===== config.mk =====
export PLATFORM = sky130hd
export DESIGN_NAME = cap_fault_entry
export DESIGN_NICKNAME = d
export VERILOG_FILES = /design/src/rtl/cfe_pkg.sv /design/src/rtl/cfe_perm.sv /design/src/rtl/cfe_ctrl.sv /design/src/rtl/cfe_datapath.sv /design/src/rtl/cap_fault_entry.sv
export SDC_FILE = /design/constraint.sdc
export NUM_CORES = 1
export LEC_CHECK = 0
export ABC_AREA = 1
export BUFFER_PORTS_ARGS = -buffer_cell sky130_fd_sc_hd__buf_2
export CORE_AREA = 2 2 539 541
export CTS_BUF_LIST = sky130_fd_sc_hd__clkbuf_4 sky130_fd_sc_hd__clkbuf_8 sky130_fd_sc_hd__clkbuf_16
export CTS_CLUSTER_DIAMETER = 40
export CTS_CLUSTER_SIZE = 24
export DETAILED_ROUTE_END_ITERATION = 10
export DIE_AREA = 0 0 541 543
export GPL_ROUTABILITY_DRIVEN = 0
export PLACE_DENSITY = 0.3
export SLEW_MARGIN = 10
export SYNTH_ARGS = -nofsm -noshare
export SYNTH_HDL_FRONTEND = slang
export SYNTH_SLANG_ARGS = --single-unit
export TNS_END_PERCENT = 50

===== constraint.sdc =====
create_clock -name clk -period 4.9 [get_ports clk]
set_clock_uncertainty 0.2 [all_clocks]
set_input_delay 1.47 -clock clk [delete_from_list [all_inputs] [get_ports clk]]
set_output_delay 1.47 -clock clk [all_outputs]
set_load 0.02 [all_outputs]

===== src/rtl/cfe_pkg.sv =====
package cfe_pkg;

  typedef enum logic [4:0] {
    FK_NONE       = 5'd0,
    FK_LENGTH     = 5'd1,
    FK_TAG        = 5'd2,
    FK_SEAL       = 5'd3,
    FK_TYPE       = 5'd4,
    FK_CALL       = 5'd5,
    FK_RETURN     = 5'd6,
    FK_UNDERFLOW  = 5'd7,
    FK_USERDEF    = 5'd8,
    FK_NOSTORECAP = 5'd9,
    FK_INEXACT    = 5'd10,
    FK_GLOBAL     = 5'd11,
    FK_EXEC       = 5'd12,
    FK_LOAD       = 5'd13,
    FK_STORE      = 5'd14,
    FK_LOADCAP    = 5'd15,
    FK_STORECAP   = 5'd16,
    FK_STORELOCAL = 5'd17,
    FK_SEALPERM   = 5'd18
  } faultKindE;

  typedef enum logic [1:0] {
    EXC_NONE       = 2'd0,
    EXC_CAPERR     = 2'd1,
    EXC_TRAP       = 2'd2,
    EXC_CPUNUSABLE = 2'd3
  } excClassE;

  typedef struct packed {
    logic        entryEn;
    logic        returnEn;
    logic        causeWe;
    logic [15:0] causeVal;
  } strobeT;

  localparam logic [7:0] NO_REG_FIELD  = 8'hff;
  localparam logic [1:0] CE_CAP_UNIT   = 2'd2;
  localparam logic [4:0] FIRST_GUARDED = 5'd27;

  // Sparse code map: a dense low group, then a second group starting at 0x10.
  function automatic logic [7:0] kindToCode(input logic [4:0] kind);
    logic [7:0] wide;
    wide = {3'b000, kind};
    if (kind <= FK_INEXACT)        return wide;
    else if (kind <= FK_SEALPERM)  return wide + 8'd5;
    else                           return 8'h00;
  endfunction

  function automatic logic [7:0] accessCode(input logic [4:0] regNum);
    case (regNum)
      5'd27:   return 8'h1d;
      5'd28:   return 8'h1e;
      5'd29:   return 8'h1c;
      5'd30:   return 8'h1b;
      5'd31:   return 8'h1a;
      default: return 8'h00;
    endcase
  endfunction

endpackage


===== src/rtl/cfe_perm.sv =====
module cfe_perm #(
  parameter int XLEN = 64
) (
  input  logic [3*XLEN+64:0] pccIn,
  input  logic [4:0]         chkReg,
  output logic               accessOk
);
  localparam int PERM_LSB  = 3*XLEN + 1;
  localparam int BIT_EPCC  = PERM_LSB + 10;
  localparam int BIT_KDC   = PERM_LSB + 11;
  localparam int BIT_KCC   = PERM_LSB + 12;
  localparam int BIT_KR1   = PERM_LSB + 13;
  localparam int BIT_KR2   = PERM_LSB + 14;

  always_comb begin
    case (chkReg)
      5'd27:   accessOk = pccIn[BIT_KR1];
      5'd28:   accessOk = pccIn[BIT_KR2];
      5'd29:   accessOk = pccIn[BIT_KCC];
      5'd30:   accessOk = pccIn[BIT_KDC];
      5'd31:   accessOk = pccIn[BIT_EPCC];
      default: accessOk = 1'b1;
    endcase
  end
endmodule


===== src/rtl/cfe_ctrl.sv =====
module cfe_ctrl
  import cfe_pkg::*;
#(
  parameter int LANES = 2
) (
  input  logic               clk,
  input  logic               rstN,
  input  logic [LANES-1:0]   faultValid,
  input  logic [5*LANES-1:0] faultKind,
  input  logic [LANES-1:0]   faultRegTied,
  input  logic [5*LANES-1:0] faultReg,
  input  logic               accChkValid,
  input  logic [4:0]         accChkReg,
  input  logic               accessOk,
  input  logic               cu2Usable,
  input  logic               eretValid,
  output strobeT             strb,
  output logic               excValid,
  output logic [1:0]         excClass,
  output logic [1:0]         ceField
);
  logic [15:0] laneCause [LANES];
  logic        laneTrap  [LANES];

  genvar g;
  generate
    for (g = 0; g < LANES; g++) begin : gLane
      logic [4:0] kindG;
      logic [4:0] regG;
      assign kindG = faultKind[5*g +: 5];
      assign regG  = faultReg[5*g +: 5];
      assign laneCause[g] = {kindToCode(kindG),
                             faultRegTied[g] ? {3'b000, regG} : NO_REG_FIELD};
      assign laneTrap[g]  = (kindG == FK_CALL) || (kindG == FK_RETURN);
    end
  endgenerate

  logic [15:0] winCause;
  logic        winTrap;
  logic        anyFault;
  logic        accDenied;
  logic        anyReq;
  excClassE    classNext;

  always_comb begin
    winCause = '0;
    winTrap  = 1'b0;
    for (int i = LANES - 1; i >= 0; i--) begin
      if (faultValid[i]) begin
        winCause = laneCause[i];
        winTrap  = laneTrap[i];
      end
    end
  end

  assign anyFault  = |faultValid;
  assign accDenied = accChkValid && !accessOk;
  assign anyReq    = anyFault || accDenied;

  always_comb begin
    strb.entryEn  = anyReq;
    strb.returnEn = eretValid && !anyReq;
    strb.causeWe  = anyReq && cu2Usable;
    strb.causeVal = anyFault ? winCause
                             : {accessCode(accChkReg), 3'b000, accChkReg};
  end

  always_comb begin
    if (!anyReq)        classNext = EXC_NONE;
    else if (!cu2Usable) classNext = EXC_CPUNUSABLE;
    else if (anyFault && winTrap) classNext = EXC_TRAP;
    else                classNext = EXC_CAPERR;
  end

  always_ff @(posedge clk) begin
    if (!rstN) begin
      excValid <= 1'b0;
      excClass <= EXC_NONE;
      ceField  <= 2'd0;
    end else begin
      excValid <= anyReq;
      excClass <= classNext;
      ceField  <= (classNext == EXC_CPUNUSABLE) ? CE_CAP_UNIT : 2'd0;
    end
  end

  AST_VALID_HAS_CLASS: assert property (@(posedge clk) disable iff (!rstN)
    excValid |-> (excClass != EXC_NONE));
  AST_CE_ONLY_UNUSABLE: assert property (@(posedge clk) disable iff (!rstN)
    (ceField != 2'd0) |-> (excClass == EXC_CPUNUSABLE));
  AST_ENTRY_BEATS_RETURN: assert property (@(posedge clk) disable iff (!rstN)
    !(strb.entryEn && strb.returnEn));
  AST_UNUSABLE_KEEPS_CAUSE: assert property (@(posedge clk) disable iff (!rstN)
    !cu2Usable |-> !strb.causeWe);
endmodule


===== src/rtl/cfe_datapath.sv =====
module cfe_datapath
  import cfe_pkg::*;
#(
  parameter int XLEN = 64
) (
  input  logic               clk,
  input  logic               rstN,
  input  strobeT             strb,
  input  logic [3*XLEN+64:0] pccIn,
  input  logic [XLEN-1:0]    pcIn,
  input  logic [3*XLEN+64:0] kccIn,
  output logic [15:0]        causeQ,
  output logic [3*XLEN+64:0] epccQ,
  output logic [3*XLEN+64:0] nextPccQ,
  output logic [3*XLEN+64:0] delayedPccQ
);
  localparam int CAP_W   = 3*XLEN + 65;
  localparam int OFF_LSB = 2*XLEN;

  logic [CAP_W-1:0] savedCap;

  always_comb begin
    savedCap = pccIn;
    savedCap[OFF_LSB +: XLEN] = pcIn;
  end

  always_ff @(posedge clk) begin
    if (!rstN) begin
      causeQ      <= '0;
      epccQ       <= '0;
      nextPccQ    <= '0;
      delayedPccQ <= '0;
    end else begin
      if (strb.causeWe) causeQ <= strb.causeVal;
      if (strb.entryEn) begin
        epccQ       <= savedCap;
        nextPccQ    <= kccIn;
        delayedPccQ <= kccIn;
      end else if (strb.returnEn) begin
        nextPccQ    <= epccQ;
        delayedPccQ <= epccQ;
      end
    end
  end

  AST_ENTRY_KCC: assert property (@(posedge clk) disable iff (!rstN)
    strb.entryEn |=> (nextPccQ == $past(kccIn)) && (delayedPccQ == $past(kccIn)));
  AST_ENTRY_OFFSET: assert property (@(posedge clk) disable iff (!rstN)
    strb.entryEn |=> (epccQ[OFF_LSB +: XLEN] == $past(pcIn)));
  AST_RETURN_EPCC: assert property (@(posedge clk) disable iff (!rstN)
    strb.returnEn |=> (nextPccQ == $past(epccQ)) && (delayedPccQ == $past(epccQ)));
  AST_EPCC_HOLD: assert property (@(posedge clk) disable iff (!rstN)
    !strb.entryEn |=> $stable(epccQ));
  AST_CAUSE_HOLD: assert property (@(posedge clk) disable iff (!rstN)
    !strb.causeWe |=> $stable(causeQ));
endmodule


===== src/rtl/cap_fault_entry.sv =====
module cap_fault_entry
  import cfe_pkg::*;
#(
  parameter int XLEN  = 64,
  parameter int LANES = 2
) (
  input  logic               clk,
  input  logic               rstN,
  input  logic [LANES-1:0]   faultValid,
  input  logic [5*LANES-1:0] faultKind,
  input  logic [LANES-1:0]   faultRegTied,
  input  logic [5*LANES-1:0] faultReg,
  input  logic               accChkValid,
  input  logic [4:0]         accChkReg,
  input  logic               cu2Usable,
  input  logic               eretValid,
  input  logic [3*XLEN+64:0] pccIn,
  input  logic [XLEN-1:0]    pcIn,
  input  logic [3*XLEN+64:0] kccIn,
  output logic               accessOk,
  output logic [15:0]        causeOut,
  output logic [3*XLEN+64:0] epccOut,
  output logic [3*XLEN+64:0] nextPccOut,
  output logic [3*XLEN+64:0] delayedPccOut,
  output logic               excValid,
  output logic [1:0]         excClass,
  output logic [1:0]         ceField
);
  strobeT strb;

  cfe_perm #(.XLEN(XLEN)) u_perm (
    .pccIn    (pccIn),
    .chkReg   (accChkReg),
    .accessOk (accessOk)
  );

  cfe_ctrl #(.LANES(LANES)) u_ctrl (
    .clk          (clk),
    .rstN         (rstN),
    .faultValid   (faultValid),
    .faultKind    (faultKind),
    .faultRegTied (faultRegTied),
    .faultReg     (faultReg),
    .accChkValid  (accChkValid),
    .accChkReg    (accChkReg),
    .accessOk     (accessOk),
    .cu2Usable    (cu2Usable),
    .eretValid    (eretValid),
    .strb         (strb),
    .excValid     (excValid),
    .excClass     (excClass),
    .ceField      (ceField)
  );

  cfe_datapath #(.XLEN(XLEN)) u_dp (
    .clk         (clk),
    .rstN        (rstN),
    .strb        (strb),
    .pccIn       (pccIn),
    .pcIn        (pcIn),
    .kccIn       (kccIn),
    .causeQ      (causeOut),
    .epccQ       (epccOut),
    .nextPccQ    (nextPccOut),
    .delayedPccQ (delayedPccOut)
  );

  AST_LOW_REGS_OPEN: assert property (@(posedge clk) disable iff (!rstN)
    (accChkReg < FIRST_GUARDED) |-> accessOk);
endmodule


# After elaboration in Yosys (flattened, before gate mapping)
# Index checks and enable logic that the tools add are counted.
# Widths: inputs -> output; s select.
# op_classes
n_addsub,2
magnitude_cmp,4
n_eq_ne,10
n_mux,19
n_reduce_logical,11
# ops
cell,count
$mux 257,2
$mux 16,3
$mux 8,6
$eq 5x5->1 const B,5
$pmux 5 s5,1
$eq 5x3->1 const B,4
$add 5x3->6 const B,2
$le 5x4->1 const B,2
$le 5x5->1 const B,2
$mux 2,4
$pmux 1 s5,1
$logic_and 1x1->1,4
$logic_or 1x1->1,3
$eq 2x2->1 const B,1
$logic_not 1->1,2
$mux 1,2
$reduce_bool 2->1,1
$reduce_or 2->1,1
# word_totals
register_bits,535
elab_cells,52

# Longest topological paths before layout
# Gate-level depths: netlist (run 1).
# logic_depth
ltp_word,10
ltp_mapped,15
mapped_depth_nobuf,12

# By module
# Synthesis (run 1) repeated with hierarchy kept, for this count alone.
# unflattened
cells_unflattened,3554
area_unflattened_um2,24512.3
# modules_own_cells
mod,instances,cells_each,area_each_um2,seq_area_each_um2
cfe_datapath,1,3382,23545.1,10610.2
cfe_ctrl,1,156,903.4,80.1
cfe_perm,1,16,63.8,0.0

# Least setup slack after synthesis (run 1)
# No wires, ideal clock.
# synth_path
path_type,input port to output port
from,input accChkReg[3]
to,output accessOk
t_arrival_ns,2.005
required_ns,3.230
path_slack_ns,1.225
path_stages,6
path_buffers,0
cell_sequence,nand2_1 -> nor2_1 -> nand3_1 -> nand2_1 -> nor2_1 -> nand2_1
# synth_via
elab_chain_cells,2
# synth_lines
item,line,rtl
from (decl),cap_fault_entry.sv:14,"input logic [4:0] accChkReg,"
$eq 5x5->1,cfe_perm.sv:16,case (chkReg)
$pmux 1 s5 (*),cfe_perm.sv:16,
to (decl),cap_fault_entry.sv:20,"output logic accessOk,"
# Every way passes the cells marked *; elsewhere a longest branch is shown, timed or not.

# Worst setup path in the final report (run 1)
# Same ends and word-level chain as after synthesis.

==> run summary, run 1 <==
Status: finished, final reports clean
Synth top area cells: sky130_fd_sc_hd__dfxtp_1 (42%), sky130_fd_sc_hd__nand2_1 (16%), sky130_fd_sc_hd__nand4_1 (12%)
Highest achievable clock rate: 0.226 GHz
CP endpoint kind: output port
Path type of the worst setup path: in -> out
Warnings, synthesis: 0
Vias per cell: 3.57
Number of max-slew violations in the final report: 0
Share of final-layout standard cells stronger than drive strength 1: 36.7%
Number of cells on the worst reg-to-reg path: 4
Pint: 13700 uW
Finish-stage setup viols: 0
Period utilisation layout: 90.2%
Crit-path cells: buf_2 -> nand2_1 -> nor2_1 -> nand3_1 -> nand2_1 -> nor2_1 -> buf_4 -> nand2_1 -> buf_2
DRC errors left: 0
Total power per unit cell area: 476 mW/mm2
Width of the chip: 541 um
Overall track demand over capacity in global routing: 14.2%
Cell type contributing the most total cell area after synthesis: sky130_fd_sc_hd__dfxtp_1
CP most frequent cell: sky130_fd_sc_hd__nand2_1
Clk sinks: 530
Critical path required time: 3230 ps
Crit Reg-Reg Startpoint: u_dp.epccQ[81]
NumNets Final: 5244
Max Cap Violations: 0
Detailed Route WL: 218 mm
Floorplan core area: 0.287 mm2
Worst Hold Class: reg -> reg
Vias in the first global route: 29200
Cts bufs inserted: 175
Maximum fanout encountered on the critical timing path: 3
Clock tree from TritonCTS: built
Arrival time at the worst endpoint: 2750 ps
Least-Margin Pin Slew: 983 ps
Final sum of negative setup slack: 0 ps
Setup repair after global routing missed its margin: false
CTS Hold Buffers Added: 0
Deepest clock path buffer count: 4
Switch Pwr: 5780 uW
WP buf/inv: 3
Boundary Pins: 1405
Endpoint of the most critical register-to-register path: u_dp.nextPccQ[81]
Number of nets still failing antenna checks after routing: 0
Fraction of power spent switching nets: 29.7%
Max IR drop VDD: 0.241 mV
DP Wirelength: 176 mm
Sequential cell fraction of total power: 25.7%
Root buffer cell: sky130_fd_sc_hd__clkbuf_16
Iteration-0 DRC count of the detailed router: 1766
Sequential cell area fraction in the yosys report: 41.9%
Clock-pin transition on the worst setup and hold timing paths: 40 ps
Final Power: 19500 uW
Shortest period the worst path allows: 4420 ps
Global-route wire length before repair: 282 mm
Static power due to leakage: 0.0213 uW
# port buffers: 1337
Syn_area_per_cell: 7.05 um2
Resize count post-CTS: 0
Worst slew slack as a fraction of its limit: 34.4%
Synthesis-to-finish area growth: 61.3%
Global-route congestion overflow total: 0
Starting utilization of the core area: 8.82%
CP Capture Point: accessOk
WL per Instance: 25.4 um
Floorplan die area: 0.294 mm2
CP peak stage delay: 260 ps
Drt first pass iters: 5
Beginning of the critical path: accChkReg[3]
Post-synthesis cell area: 0.0253 mm2
Number of post-CTS setup repair buffers: 0
Rows: 197
Critical path's top delay family: simple AND/OR/NAND/NOR gates
Pin count of the biggest net entering global routing: 141
R2R setup slack: 3590 ps
Part of the power in combinational logic: 13.4%
Worst path slowest cell: sky130_fd_sc_hd__nand2_1
Die Height: 543 um
Final-report hold violation count: 0
Via count: 30600
Synthesis-stage register bit count: 530
Startpoint type of the worst setup path: input port
Clock Latency Late Sink: 810 ps
Number of cells on the critical path: 9
CTS H-tree lvls: 4
Distinct cell type count of the synthesized netlist: 29
Share of total power in the clock network: 60.9%
Number of antenna violations at the first check in global routing: 149
Number of cells produced by synthesis: 3595
Top-area cell type share of the netlist area: 41.9%
worst register-to-register path, delay by kind of cell (launching register included):
kind	cells	cell delay [ps]
buffers and inverters	1	80
flip-flops	1	670
AND/OR/NAND/NOR	3	330
sequential cells by signal, indices dropped and copies added (netlist names):
name             count
u_dp.causeQ         12
u_ctrl.excClass      2
u_dp.epccQ         257
u_ctrl.ceField       1
u_ctrl.excValid      1
u_dp.nextPccQ      257
metal layers:
metal | track usage, % | share of wire (%) | routed length (um) | vias up
met5 | 0 | 0.24 | 527 | -
met4 | 5.62 | 4.2 | 9230 | 80
met3 | 7.71 | 13 | 28300 | 449
met2 | 22.2 | 44 | 95800 | 1629
met1 | 16.0 | 39 | 84400 | 14600
li1 | - | - | - | 13900
power by group through the flow:
stage                     registers (uW)  logic (uW)  clock network [uW]
final                               4990        2620               11800
after global routing                5020        2850               12400
after CTS                           5000        2690               12200
after detailed placement            5070        2680                   0
after global placement              5060        2700                   0
after floorplan                     5250        1120                   0
through the flow:
stage          cells  instance area, um2  hold WS, ps  setup WS [ps]  util, %
2_1_floorplan   3597               25300          314           1230        -
3_3_place_gp    8230               34600          231            357     12.0
3_5_place_dp    8230               34600          234            365     12.0
4_1_cts         8539               40800          240            362     14.2
5_1_grt         8556               40800          280            366     14.2
6_report        8585               40900          234            480     14.2
cells in the final DEF, fill, tap and decap left out, types with 2 or more instances in the layout:
cell type,instances
sky130_fd_sc_hd__o211ai_1,2
sky130_fd_sc_hd__nor2_4,2
sky130_fd_sc_hd__clkbuf_16,179
sky130_fd_sc_hd__nand3_1,535
sky130_fd_sc_hd__a21oi_1,10
sky130_fd_sc_hd__conb_1,3
sky130_fd_sc_hd__inv_1,274
sky130_fd_sc_hd__buf_2,1335
sky130_fd_sc_hd__nand2_1,1079
sky130_fd_sc_hd__clkinvlp_4,13
sky130_fd_sc_hd__nor3_1,3
sky130_fd_sc_hd__diode_2,46
sky130_fd_sc_hd__clkbuf_8,29
sky130_fd_sc_hd__buf_8,2
sky130_fd_sc_hd__clkinv_16,4
sky130_fd_sc_hd__o21ai_0,23
sky130_fd_sc_hd__clkbuf_4,28
sky130_fd_sc_hd__nand4_1,505
sky130_fd_sc_hd__clkinv_4,2
sky130_fd_sc_hd__clkinv_8,2
sky130_fd_sc_hd__buf_12,30
sky130_fd_sc_hd__clkinv_2,29
sky130_fd_sc_hd__dfxtp_1,530
sky130_fd_sc_hd__bufinv_16,21
sky130_fd_sc_hd__buf_4,60
sky130_fd_sc_hd__ha_1,6
sky130_fd_sc_hd__inv_8,3
sky130_fd_sc_hd__nor2_1,36
synthesized netlist by cell type, drive strengths merged:
master	instances
a21boi	1
a21oi	10
a311oi	1
a31oi	1
buf	410
clkbuf	165
conb	1
dfxtp	530
ha	6
inv	278
nand2	1080
nand3	537
nand4	505
nor2	38
nor3	3
nor4	1
o211ai	2
o21ai	23
o21bai	1
o22ai	1
xnor2	1
cell type report:
type / instances / area [um2]
Sequential cell: 530 / 10600
Multi-Input combinational cell: 2214 / 10400
Inverter: 278 / 1070
Antenna cell: 46 / 115
Fill cell: 33300 / 247000
Clock buffer: 236 / 5090
Clock inverter: 73 / 1070
Tap cell: 3781 / 4730
Timing Repair Buffer: 1427 / 7760
logic make-up after synthesis:
kind of cell    synth area share, %
fa+ha+maj                     0.296
flops                          41.9
xor+xnor                     0.0346
other cells                  0.0148
simple gates                   39.8
compound gates                0.854
buf+inv                        17.1
worst min-delay path by stage:
stage                    start              end  slack (ps)  cells past startpoint
5_1_grt        u_dp.causeQ[10]  u_dp.causeQ[10]         280                      2
3_5_place_dp   u_dp.causeQ[13]  u_dp.causeQ[13]         230                      2
4_1_cts        u_dp.causeQ[13]  u_dp.causeQ[13]         240                      2
3_3_place_gp   u_dp.causeQ[13]  u_dp.causeQ[13]         230                      2
2_1_floorplan  u_dp.causeQ[13]  u_dp.causeQ[13]         310                      2
6_report       u_dp.causeQ[13]  u_dp.causeQ[13]         230                      2
(Power assumes the default switching activity.)
==> run 2: changes to the inputs <==
--- a/config.mk
+++ b/config.mk
@@ -7,14 +7,18 @@
 export LEC_CHECK = 0
 export ABC_AREA = 1
 export BUFFER_PORTS_ARGS = -buffer_cell sky130_fd_sc_hd__buf_2
-export CORE_AREA = 2 2 539 541
+export CAP_MARGIN = 25
+export CELL_PAD_IN_SITES_DETAIL_PLACEMENT = 1
+export CELL_PAD_IN_SITES_GLOBAL_PLACEMENT = 1
+export CORE_AREA = 2 2 543 545
 export CTS_BUF_LIST = sky130_fd_sc_hd__clkbuf_4 sky130_fd_sc_hd__clkbuf_8 sky130_fd_sc_hd__clkbuf_16
 export CTS_CLUSTER_DIAMETER = 40
 export CTS_CLUSTER_SIZE = 24
 export DETAILED_ROUTE_END_ITERATION = 10
-export DIE_AREA = 0 0 541 543
+export DIE_AREA = 0 0 545 547
 export GPL_ROUTABILITY_DRIVEN = 0
-export PLACE_DENSITY = 0.3
+export GPL_TIMING_DRIVEN = 0
+export PLACE_DENSITY = 0.36
 export SLEW_MARGIN = 10
 export SYNTH_ARGS = -nofsm -noshare
 export SYNTH_HDL_FRONTEND = slang
==> run summary, run 2 (same netlist as run 1, synthesis figures left out) <==
Global routing usage on met3: 6.43%
Final non-filler cell total: 9209
Shortest period the worst path allows: 4380 ps
Root buffer cell: sky130_fd_sc_hd__clkbuf_16
Number of max-slew violations in the final report: 0
Clock Latency Late Sink: 820 ps
Startpoint type of the worst setup path: input port
Met1 routing resource usage after global routing: 20.2%
Worst slew slack as a fraction of its limit: 32.9%
Number of post-CTS setup repair buffers: 0
Die Height: 547 um
Number of nets still failing antenna checks after routing: 0
DP Wirelength: 220 mm
Static power due to leakage: 0.0226 uW
Detailed Route WL: 260 mm
Least-Margin Pin Slew: 1010 ps
Fill cell count: 35400
Global-route congestion overflow total: 0
WL per Instance: 28.3 um
Number of cells on the worst reg-to-reg path: 2
Maximum fanout encountered on the critical timing path: 5
Cts bufs inserted: 168
Max Cap Violations: 0
Iteration-0 DRC count of the detailed router: 2061
Final-report hold violation count: 0
Resize count post-CTS: 0
CTS H-tree lvls: 4
Width of the chip: 545 um
Rows: 199
Clock-pin transition on the worst setup and hold timing paths: 40 ps
Pin count of the biggest net entering global routing: 13
Endpoint of the most critical register-to-register path: u_dp.nextPccQ[97]
Commonest non-fill, non-tap cells in the layout: sky130_fd_sc_hd__buf_2 (1426), sky130_fd_sc_hd__nand2_1 (1079), sky130_fd_sc_hd__nand3_1 (535)
Final sum of negative setup slack: 0 ps
CP Capture Point: accessOk
NumNets Final: 5728
Setup repair after global routing missed its margin: false
Worst path slowest cell: sky130_fd_sc_hd__buf_2
Area of the multi-input gates: 0.0104 mm2
Max IR drop VDD: 0.261 mV
Overall track demand over capacity in global routing: 16.8%
Number of cells in the design after placement: 8858
Worst Hold Class: reg -> reg
Via count: 33300
Critical path required time: 3230 ps
Floorplan core area: 0.293 mm2
Deepest clock path buffer count: 4
CP most frequent cell: sky130_fd_sc_hd__nand2_1
Arrival time at the worst endpoint: 2710 ps
R2R setup slack: 3190 ps
Met2 usage: 27.7%
Status: finished, final reports clean
Vias in the first global route: 34100
Floorplan die area: 0.298 mm2
Vias per cell: 3.61
Synthesis-to-finish area growth: 69.3%
CP peak stage delay: 330 ps
Path type of the worst setup path: in -> out
Total power per unit cell area: 443 mW/mm2
Beginning of the critical path: accChkReg[4]
DRC errors left: 0
CTS Hold Buffers Added: 0
Startpoint of the lowest-slack hold path: u_dp.causeQ[13]
Crit-path cells: buf_2 -> nand3_1 -> nand2_1 -> nand2_1 -> nand2_1 -> nor2_1 -> nand2_1 -> buf_2
Number of antenna violations at the first check in global routing: 139
Boundary Pins: 1405
# port buffers: 1334
Starting utilization of the core area: 8.66%
Most common library cell in the layout ignoring fill and taps: sky130_fd_sc_hd__buf_2
Clock tree from TritonCTS: built
CP endpoint kind: output port
Register Area: 0.0106 mm2
Period utilisation layout: 89.4%
Global-route wire length before repair: 334 mm
Drt first pass iters: 5
Share of final-layout standard cells stronger than drive strength 1: 38.6%
Crit Reg-Reg Startpoint: u_dp.epccQ[97]
Biggest regs: u_dp.epccQ x257, u_dp.nextPccQ x257, u_dp.causeQ x12
Finish-stage setup viols: 0
Clk sinks: 530
Highest achievable clock rate: 0.228 GHz
Share of the core filled with cells: 14.7%
GR peak layer: met2
==> run 2: final cells by class <==
| type | count | area share, % |
|---|---|---|
| timing repair buffer | 1343 | 16.0 |
| inverter | 278 | 2.43 |
| buffer | 575 | 7.74 |
| antenna | 53 | 0.309 |
| multi-input combinational | 2214 | 24.2 |
| clock inverter | 67 | 1.66 |
| sequential | 530 | 24.7 |
| clock buffer | 230 | 11.5 |
| tap | 3919 | 11.4 |
==> run 2: per-stage QoR <==
stage               hold WS, ps  cell area [um2]  setup WS [ps]  total power [uW]
finish                      241            42900            517             19000
global route                294            42800            293             19800
CTS                         243            42700            284             19400
detailed placement          236            37100           -608              8210
global placement            236            36900          -1220              8200
floorplan                   314            25300           1230              6370
==> run 2: worst max-delay path, delay by kind of cell <==
kind | cells | cell delay, ps
AND/OR/NAND/NOR | 6 | 650
buffers and inverters | 2 | 560
==> run 2: how the worst min path moves through the flow <==
stage | endpoint | slack [ps] | cells past startpoint
finish | u_dp.causeQ[13] | 240 | 2
global route | u_dp.causeQ[13] | 290 | 2
CTS | u_dp.causeQ[13] | 240 | 2
detailed placement | u_dp.causeQ[13] | 240 | 2
global placement | u_dp.causeQ[13] | 240 | 2
floorplan | u_dp.causeQ[13] | 310 | 2
==> run 2: report_power, final <==
| group | total [uW] | switching [uW] | internal (uW) | leakage (uW) |
|---|---|---|---|---|
| registers | 5140 | 510 | 4630 | 0.00440 |
| clock network | 10900 | 3510 | 7420 | 0.00282 |
| logic | 2910 | 2010 | 903 | 0.0154 |
==> run 2: routing by layer <==
layer  share of wire (%)  up-vias
li1                    -    14900
met2                  46     1601
met4                 2.5       86
met1                  41    16300
met5                0.21        -
met3                  10      384
==> run 3: changes to the inputs <==
--- a/config.mk
+++ b/config.mk
@@ -17,7 +17,6 @@
 export DETAILED_ROUTE_END_ITERATION = 10
 export DIE_AREA = 0 0 545 547
 export GPL_ROUTABILITY_DRIVEN = 0
-export GPL_TIMING_DRIVEN = 0
 export PLACE_DENSITY = 0.36
 export SLEW_MARGIN = 10
 export SYNTH_ARGS = -nofsm -noshare
==> run summary, run 3 (same netlist as run 1, synthesis figures left out) <==
Worst hold margin: 239 ps
DP Wirelength: 176 mm
Starting utilization of the core area: 8.66%
Iteration-0 DRC count of the detailed router: 1504
Number of cells in the design after placement: 8368
Width of the chip: 545 um
Number of max-slew violations in the final report: 0
CP endpoint kind: output port
Clock Latency Late Sink: 820 ps
Status: finished, final reports clean
DRC errors left: 0
Clock tree from TritonCTS: built
Fraction of power spent switching nets: 30.1%
Floorplan core area: 0.293 mm2
Rows: 199
Pint: 13500 uW
Clk sinks: 530
Worst Hold Class: reg -> reg
Max IR drop VDD: 0.248 mV
Floorplan die area: 0.298 mm2
Part of the power in combinational logic: 13.3%
Critical path required time: 3230 ps
Worst slew slack as a fraction of its limit: 19.7%
Switch Pwr: 5830 uW
Final non-filler cell total: 8725
Number of nets still failing antenna checks after routing: 0
Most common library cell in the layout ignoring fill and taps: sky130_fd_sc_hd__buf_2
Startpoint type of the worst setup path: input port
Die Height: 547 um
Arrival time at the worst endpoint: 2510 ps
Share of final-layout standard cells stronger than drive strength 1: 36.7%
Fill cell count: 35200
NumNets Final: 5239
Pin count of the biggest net entering global routing: 143
Share of the core filled with cells: 14.0%
Setup repair after global routing missed its margin: false
Detailed Route WL: 221 mm
Static power due to leakage: 0.0212 uW
CTS H-tree lvls: 4
Least-Margin Pin Slew: 1200 ps
Path type of the worst setup path: in -> out
Biggest regs: u_dp.epccQ x257, u_dp.nextPccQ x257, u_dp.causeQ x12
Boundary Pins: 1405
WL per Instance: 25.4 um
Cts bufs inserted: 170
Number of post-CTS setup repair buffers: 0
Root buffer cell: sky130_fd_sc_hd__clkbuf_16
Global-route congestion overflow total: 0
Via count: 30500
Synthesis-to-finish area growth: 61.5%
Final sum of negative setup slack: 0 ps
Total power per unit cell area: 473 mW/mm2
Resize count post-CTS: 0
# port buffers: 1337
Max Cap Violations: 0
Highest achievable clock rate: 0.239 GHz
Number of antenna violations at the first check in global routing: 168
Shortest period the worst path allows: 4180 ps
Finish-stage setup viols: 0
Period utilisation layout: 85.3%
Deepest clock path buffer count: 4
Sequential cell fraction of total power: 26.0%
Share of total power in the clock network: 60.7%
CTS Hold Buffers Added: 0
Drt first pass iters: 5
Global-route wire length before repair: 289 mm
Overall track demand over capacity in global routing: 14.2%
Final-report hold violation count: 0
Commonest non-fill, non-tap cells in the layout: sky130_fd_sc_hd__buf_2 (1335), sky130_fd_sc_hd__nand2_1 (1079), sky130_fd_sc_hd__nand3_1 (535)
Maximum fanout encountered on the critical timing path: 5
Vias in the first global route: 30900
Clock-pin transition on the worst setup and hold timing paths: 50 ps
Vias per cell: 3.49
-- run 3: changes by cell type in the layout (fill, tap and decap cells not counted), moves of 12 or more --
cell / change
sky130_fd_sc_hd__buf_12: +23
sky130_fd_sc_hd__clkbuf_2: -12
sky130_fd_sc_hd__buf_1: -49
sky130_fd_sc_hd__bufinv_16: +13
sky130_fd_sc_hd__buf_2: -91
sky130_fd_sc_hd__buf_4: -202
sky130_fd_sc_hd__clkbuf_1: -150
-- run 3: path summary, 6_finish.rpt --
path | depth (start not counted) | from | slack [ps] | end
max | 8 | accChkReg[4] | 720 | accessOk
min | 2 | u_dp.causeQ[13] | 240 | u_dp.causeQ[13]
max reg2reg | 4 | u_dp.epccQ[39] | 3460 | u_dp.nextPccQ[39]
min reg2reg | 2 | u_dp.causeQ[13] | 240 | u_dp.causeQ[13]
-- run 3: layer usage --
layer | track usage (%) | part of all wire [%]
met5 | 0 | 0.24
met4 | 3.77 | 2.7
met3 | 7.61 | 13
met2 | 22.5 | 44
met1 | 16.4 | 40
-- run 3: layout make-up --
class	count	area (um2)	share of cell area, %
multi-input combinational	2214	10400	25.5
timing repair buffer	1427	7710	18.9
inverter	278	1070	2.61
tap	3919	4900	12.0
antenna	48	120	0.294
clock inverter	80	1180	2.88
sequential	530	10600	25.9
clock buffer	229	4900	12.0
-- run 3: critical path: stages --
cell and delay [ps]:
sky130_fd_sc_hd__buf_2 150, sky130_fd_sc_hd__nand2_1 110, sky130_fd_sc_hd__nor2_1 60, sky130_fd_sc_hd__nand3_1 70
sky130_fd_sc_hd__nand2_1 60, sky130_fd_sc_hd__nor2_1 270, sky130_fd_sc_hd__nand2_1 100, sky130_fd_sc_hd__buf_2 200
-- run 3: power by group through the flow --
stage	clock, uW	sequential, uW	combinational, uW
2_1_floorplan	0	5250	1120
3_3_place_gp	0	5110	2640
3_5_place_dp	0	5120	2640
4_1_cts	12100	5050	2650
5_1_grt	12300	5070	2810
6_report	11700	5030	2570
-- run 3: stage by stage --
stage,area (um2),total power [uW],setup slack (ps)
after floorplan,25300,6370,1230
after global placement,34700,7760,447
after detailed placement,34700,7760,390
after CTS,40800,19800,697
after global routing,40800,20200,633
final,40900,19300,722
